`src/rtl/clkgate_pkg.sv`:
```
package clkgate_pkg;
    parameter int REG_W    = 8;
    parameter int GEN_BITS = 5;
    parameter int ANA_BITS = 3;
    parameter int DIG_BITS = 7;
    parameter int NUM_ANA  = 2;
    parameter int NUM_DIG  = 4;

    localparam int NUM_REGS   = 1 + NUM_ANA + NUM_DIG;
    localparam int ADDR_W     = $clog2(NUM_REGS + 1);
    localparam int NUM_PERIPH = GEN_BITS + NUM_ANA * ANA_BITS + NUM_DIG * DIG_BITS;
    localparam int SEL_W      = $clog2(NUM_PERIPH);
    localparam int SEL_SPAN   = 2 ** SEL_W;

    typedef enum logic {
        ERR_CLEAR  = 1'b0,
        ERR_RAISED = 1'b1
    } err_state_e;

    function automatic int reg_width(input int r);
        if (r == 0)              return GEN_BITS;
        else if (r <= NUM_ANA)   return ANA_BITS;
        else if (r < NUM_REGS)   return DIG_BITS;
        else                     return 0;
    endfunction

    function automatic int reg_base(input int r);
        if (r == 0)              return 0;
        else if (r <= NUM_ANA)   return GEN_BITS + (r - 1) * ANA_BITS;
        else                     return GEN_BITS + NUM_ANA * ANA_BITS + (r - 1 - NUM_ANA) * DIG_BITS;
    endfunction

    function automatic logic [REG_W-1:0] reg_mask(input int r);
        return REG_W'((1 << reg_width(r)) - 1);
    endfunction
endpackage

```
`src/rtl/clkgate_regfile.sv`:
```
module clkgate_regfile
    import clkgate_pkg::*;
(
    input  logic                  clk,
    input  logic                  rst_n,
    input  logic [ADDR_W-1:0]     addr,
    input  logic [REG_W-1:0]      wdata,
    input  logic                  we,
    output logic [REG_W-1:0]      rdata,
    output logic [NUM_PERIPH-1:0] stop_flat
);
    logic [REG_W-1:0] reg_q [NUM_REGS];
    logic             hit;

    assign hit = (32'(addr) < NUM_REGS);

    // Only implemented bits are ever stored; the rest stay zero.
    always_ff @(posedge clk) begin
        if (!rst_n) begin
            for (int r = 0; r < NUM_REGS; r++) reg_q[r] <= '0;
        end else if (we && hit) begin
            for (int r = 0; r < NUM_REGS; r++) begin
                if (32'(addr) == r) reg_q[r] <= wdata & reg_mask(r);
            end
        end
    end

    always_comb begin
        rdata = '0;
        for (int r = 0; r < NUM_REGS; r++) begin
            if (hit && (32'(addr) == r)) rdata = reg_q[r];
        end
    end

    // Flatten implemented bits into the peripheral index space.
    for (genvar r = 0; r < NUM_REGS; r++) begin : g_reg
        for (genvar b = 0; b < REG_W; b++) begin : g_bit
            if (b < reg_width(r)) begin : g_used
                assign stop_flat[reg_base(r) + b] = reg_q[r][b];
            end
        end
    end
endmodule

```
`src/rtl/clkgate_enables.sv`:
```
module clkgate_enables
    import clkgate_pkg::*;
(
    input  logic                  domain_en,
    input  logic [NUM_PERIPH-1:0] stop_flat,
    output logic [NUM_PERIPH-1:0] clk_en,
    output logic [NUM_PERIPH-1:0] access_ok
);
    for (genvar i = 0; i < NUM_PERIPH; i++) begin : g_en
        assign clk_en[i]    = domain_en & ~stop_flat[i];
        assign access_ok[i] = ~stop_flat[i];
    end
endmodule

```
`src/rtl/clkgate_access.sv`:
```
module clkgate_access
    import clkgate_pkg::*;
(
    input  logic                  clk,
    input  logic                  rst_n,
    input  logic [NUM_PERIPH-1:0] access_ok,
    input  logic                  req,
    input  logic                  wr,
    input  logic [SEL_W-1:0]      sel,
    input  logic [REG_W-1:0]      rdata_in,
    output logic [REG_W-1:0]      rdata_out,
    output logic                  wr_ok,
    output logic                  err
);
    logic [SEL_SPAN-1:0] ok_pad;
    logic                in_range;
    logic                target_ok;
    logic                blocked_wr;
    err_state_e          state_q, state_d;

    assign ok_pad     = SEL_SPAN'(access_ok);
    assign in_range   = (32'(sel) < NUM_PERIPH);
    assign target_ok  = ok_pad[sel];
    assign blocked_wr = req && wr && in_range && !target_ok;

    assign rdata_out = (req && !wr && target_ok) ? rdata_in : '0;
    assign wr_ok     = req && wr && target_ok;

    always_comb begin
        state_d = state_q;
        unique case (state_q)
            ERR_CLEAR:  state_d = blocked_wr ? ERR_RAISED : ERR_CLEAR;
            ERR_RAISED: state_d = blocked_wr ? ERR_RAISED : ERR_CLEAR;
        endcase
    end

    always_ff @(posedge clk) begin
        if (!rst_n) state_q <= ERR_CLEAR;
        else        state_q <= state_d;
    end

    always_comb begin
        unique case (state_q)
            ERR_CLEAR:  err = 1'b0;
            ERR_RAISED: err = 1'b1;
        endcase
    end
endmodule

```
`src/rtl/clkgate_bank.sv`:
```
module clkgate_bank
    import clkgate_pkg::*;
(
    input  logic                  clk,
    input  logic                  rst_n,
    input  logic                  domain_en,
    input  logic [ADDR_W-1:0]     reg_addr,
    input  logic [REG_W-1:0]      reg_wdata,
    input  logic                  reg_we,
    output logic [REG_W-1:0]      reg_rdata,
    input  logic                  pbus_req,
    input  logic                  pbus_wr,
    input  logic [SEL_W-1:0]      pbus_sel,
    input  logic [REG_W-1:0]      pbus_rdata_in,
    output logic [REG_W-1:0]      pbus_rdata,
    output logic                  pbus_wr_ok,
    output logic [NUM_PERIPH-1:0] access_ok,
    output logic [NUM_PERIPH-1:0] clk_en,
    output logic                  acc_err
);
    logic [NUM_PERIPH-1:0] stop_flat;

    clkgate_regfile u_regs (
        .clk       (clk),
        .rst_n     (rst_n),
        .addr      (reg_addr),
        .wdata     (reg_wdata),
        .we        (reg_we),
        .rdata     (reg_rdata),
        .stop_flat (stop_flat)
    );

    clkgate_enables u_en (
        .domain_en (domain_en),
        .stop_flat (stop_flat),
        .clk_en    (clk_en),
        .access_ok (access_ok)
    );

    clkgate_access u_acc (
        .clk       (clk),
        .rst_n     (rst_n),
        .access_ok (access_ok),
        .req       (pbus_req),
        .wr        (pbus_wr),
        .sel       (pbus_sel),
        .rdata_in  (pbus_rdata_in),
        .rdata_out (pbus_rdata),
        .wr_ok     (pbus_wr_ok),
        .err       (acc_err)
    );
endmodule

```
`config.mk`:
```
export PLATFORM = sky130hd
export DESIGN_NAME = clkgate_bank
export DESIGN_NICKNAME = d
export VERILOG_FILES = /design/src/rtl/clkgate_pkg.sv /design/src/rtl/clkgate_regfile.sv /design/src/rtl/clkgate_enables.sv /design/src/rtl/clkgate_access.sv /design/src/rtl/clkgate_bank.sv
export SDC_FILE = /design/constraint.sdc
export NUM_CORES = 1
export LEC_CHECK = 0
export BUFFER_PORTS_ARGS = -buffer_cell sky130_fd_sc_hd__buf_2
export CORE_MARGIN = 2
export CORE_UTILIZATION = 45
export CTS_BUF_LIST = sky130_fd_sc_hd__clkbuf_8
export DETAILED_ROUTE_END_ITERATION = 8
export GPL_TIMING_DRIVEN = 0
export PLACE_DENSITY = 0.76
export SLEW_MARGIN = 10
export SYNTH_ARGS = -nofsm -noshare
export SYNTH_HDL_FRONTEND = slang
export SYNTH_SLANG_ARGS = --single-unit
```
`constraint.sdc`:
```
create_clock -name clk -period 2.7 [get_ports clk]
set_clock_uncertainty 0.2 [all_clocks]
set_input_delay 0.27 -clock clk [delete_from_list [all_inputs] [get_ports clk]]
set_output_delay 0.27 -clock clk [all_outputs]
set_load 0.05 [all_outputs]
```
==> impl_metrics.tcl <==
set metrics [dict create \
    arrival_ns 2.55 \
    vdd_drop_max_uv 335 \
    cts-buffers-inserted 5 \
    final_cells 500 \
    gr-usage-all-layers_pct 25.2 \
    crit_chain "mux4_2 > mux2_4 > or3_4 > and4b_1 > buf_8 > nor3b_4 > buf_6" \
    dp.cells 483 \
    slew_violations 0 \
    drt_pass1_iterations 5 \
    cp_max_fo 8 \
    crit_family "multiplexers" \
    vias_per_cell 5.34 \
    wl_mm 8.46 \
    initial_utilization_pct 46.4 \
    clk_pin_slew_worst_paths_ns 0.08 \
    die_height_um 81.9 \
    synthArstFlopShare_pct 0 \
    ios 127 \
    dp_hpwl_mm 6.45 \
    grt_max_degree 13 \
    power_density_nw_per_um2 541 \
    core_area_um2 5890 \
    slew_headroom_pct 42.9 \
    grt_first_pass_wirelength_mm 12.5 \
    worst_slew_pin_slew_ns 0.857 \
    cts-root-buf "clkbuf_8" \
    violations "setup timing" \
    hold_path.class "in -> reg" \
    critical_path_class "reg -> out" \
    ys_warn_count 0 \
    insertion_delay_ns 0.30 \
    synth-main-ff-cell "edfxtp_1" \
    htree_num_levels 2 \
    drtIter0Drc 206 \
    place_congestion 0.966 \
    min_period_over_period_pct 112 \
    ys_seq_area_share_pct 43.6 \
    cts.path.max_buffers 2 \
    setup_viol 9 \
    grt_setup_unrepaired "true" \
    cts_tree "yes" \
    holdBufCountCts 0 \
    grt.overflow.total 0 \
    worst_hold_slack_ns 0.00280 \
    synthCells 288 \
    numPortBuffers 120 \
    synth.distinct_cells 39 \
    finalWorstSetupSlack_ns -0.324 \
    fmax_ghz 0.331 \
    antenna_cells 0 \
    fp.dieW_um 81.9 \
    via_count 2669 \
    endpoint_kind "primary output" \
    drc_errors 0 \
    critPathLaunchType "flip-flop" \
    syn_area_um2 2730 \
    maxCapViolCount 0 \
    period_needed_ns 3.02 \
    rows 28 \
    synth_area_per_cell_um2 9.48 \
    leakage_nw 1.81 \
    fill_cells 482 \
    synth_nets 319 \
    cp_num_buf_inv 2 \
    ys_seq_elements 40 \
    synth-edff-count 39 \
    cts_num_sinks 40 \
    critPathSlowestCell "mux4_2" \
    cp.required_ns 2.23 \
    slowest_delay_ns 0.47 \
    finalHoldViolCount 0 \
    grt_pass1_vias 2566 \
    syn_to_final_growth_pct 36.4 \
    die_area_um2 6710 \
    wl_per_cell_um 16.9 \
    final_nets 455 \
    status "complete, but fails checks" \
    antenna_found_initial 0 \
    drive_above_1_share_pct 39.5 \
    ant_nets 0 \
]
[state kept, by name, indices dropped and copies added (netlist names)]
name	count
u_regs.reg_q	39
u_acc.state_q	1
[metal layers]
layer / routed length [um] / track usage [%] / share of wire (%)
met3: 930 / 5.05 / 11
met5: 0 / 0 / 0
met2: 4160 / 43.9 / 49
met4: 274 / 9.67 / 3.2
met1: 3090 / 30.8 / 37
[cell families after synthesis]
kind of cell    count (synthesis)  synth area share (%)
flops                          40                  43.6
simple gates                  133                  26.3
other cells                     1                 0.137
mux                            23                  13.7
buf+inv                        64                  9.44
compound gates                 27                  6.87
[stage by stage]
step	worst slack, ns	area (um^2)	setup TNS (ns)	power (W)	util, %
after floorplan	-0.0546	2790	-0.437	0.00133	-
after global placement	-0.171	3480	-1.31	0.00150	59.1
after detailed placement	-0.211	3480	-1.54	0.00151	59.1
after CTS	-0.308	3720	-2.52	0.00201	63.3
after global routing	-0.384	3720	-3.27	0.00208	63.3
final	-0.324	3720	-2.69	0.00201	63.3
[final timing paths]
kind / to / cells after the start / slack [ns] / startpoint
setup reg to reg: u_acc.state_q$_SDFF_PN0_ / 6 / 0.61 / u_regs.reg_q[0][16]$_SDFFCE_PN0P_
hold / removal: u_acc.state_q$_SDFF_PN0_ / 2 / 0.003 / pbus_sel[5]
hold reg to reg: u_acc.state_q$_SDFF_PN0_ / 4 / 0.85 / u_regs.reg_q[0][51]$_SDFFCE_PN0P_
setup / recovery: pbus_rdata[5] / 7 / -0.32 / u_regs.reg_q[0][16]$_SDFFCE_PN0P_
[synth_stat cells (3+ instances only)]
cell	count	area [um^2]
o21ai_0	4	20.0
o22ai_1	5	31.3
nor2b_1	47	294
nand3_1	6	30.0
nand2_1	26	97.6
mux4_2	11	248
inv_1	48	180
mux2i_1	8	80.1
nor3b_2	8	100
nor2_1	40	150
clkbuf_1	10	37.5
a21oi_1	4	20.0
edfxtp_1	39	1170
mux2_2	3	33.8
[report_power, final]
part	switching, W	total [W]	internal, W
combinational	0.000546	0.000754	0.000208
clock	0.000215	0.000485	0.000269
sequential	0.0000473	0.000775	0.000728
total	0.000809	0.00201	0.00121
[cells in the final DEF (no fill, tap or decap), types with 6 or more instances in the layout]
cell	count
inv_1	48
nor3b_4	8
buf_4	11
nor2b_1	47
mux2i_1	8
mux4_2	11
buf_6	9
nand3_1	6
nand2_1	26
buf_2	113
nor2_1	40
clkbuf_1	8
edfxtp_1	39
[timing repair]
action                     in CTS  in global routing
pin swaps                       3                  2
resized for setup              21                  0
hold endpoints to repair        0                  0
setup endpoints to repair       9                  9
setup buffers                   9                  0
[layout make-up]
type	instances	area [um^2]	share of cell area, %
flip-flops and latches	40	1190	32.0
plain buffers	15	80.1	2.15
multi-input cells	184	1340	36.1
inverters	49	184	4.94
clock buffers	5	68.8	1.85
well taps	75	93.8	2.52
repair buffers	129	724	19.5
clock inverters	3	37.5	1.01
Power figures use the tool's default switching activity.
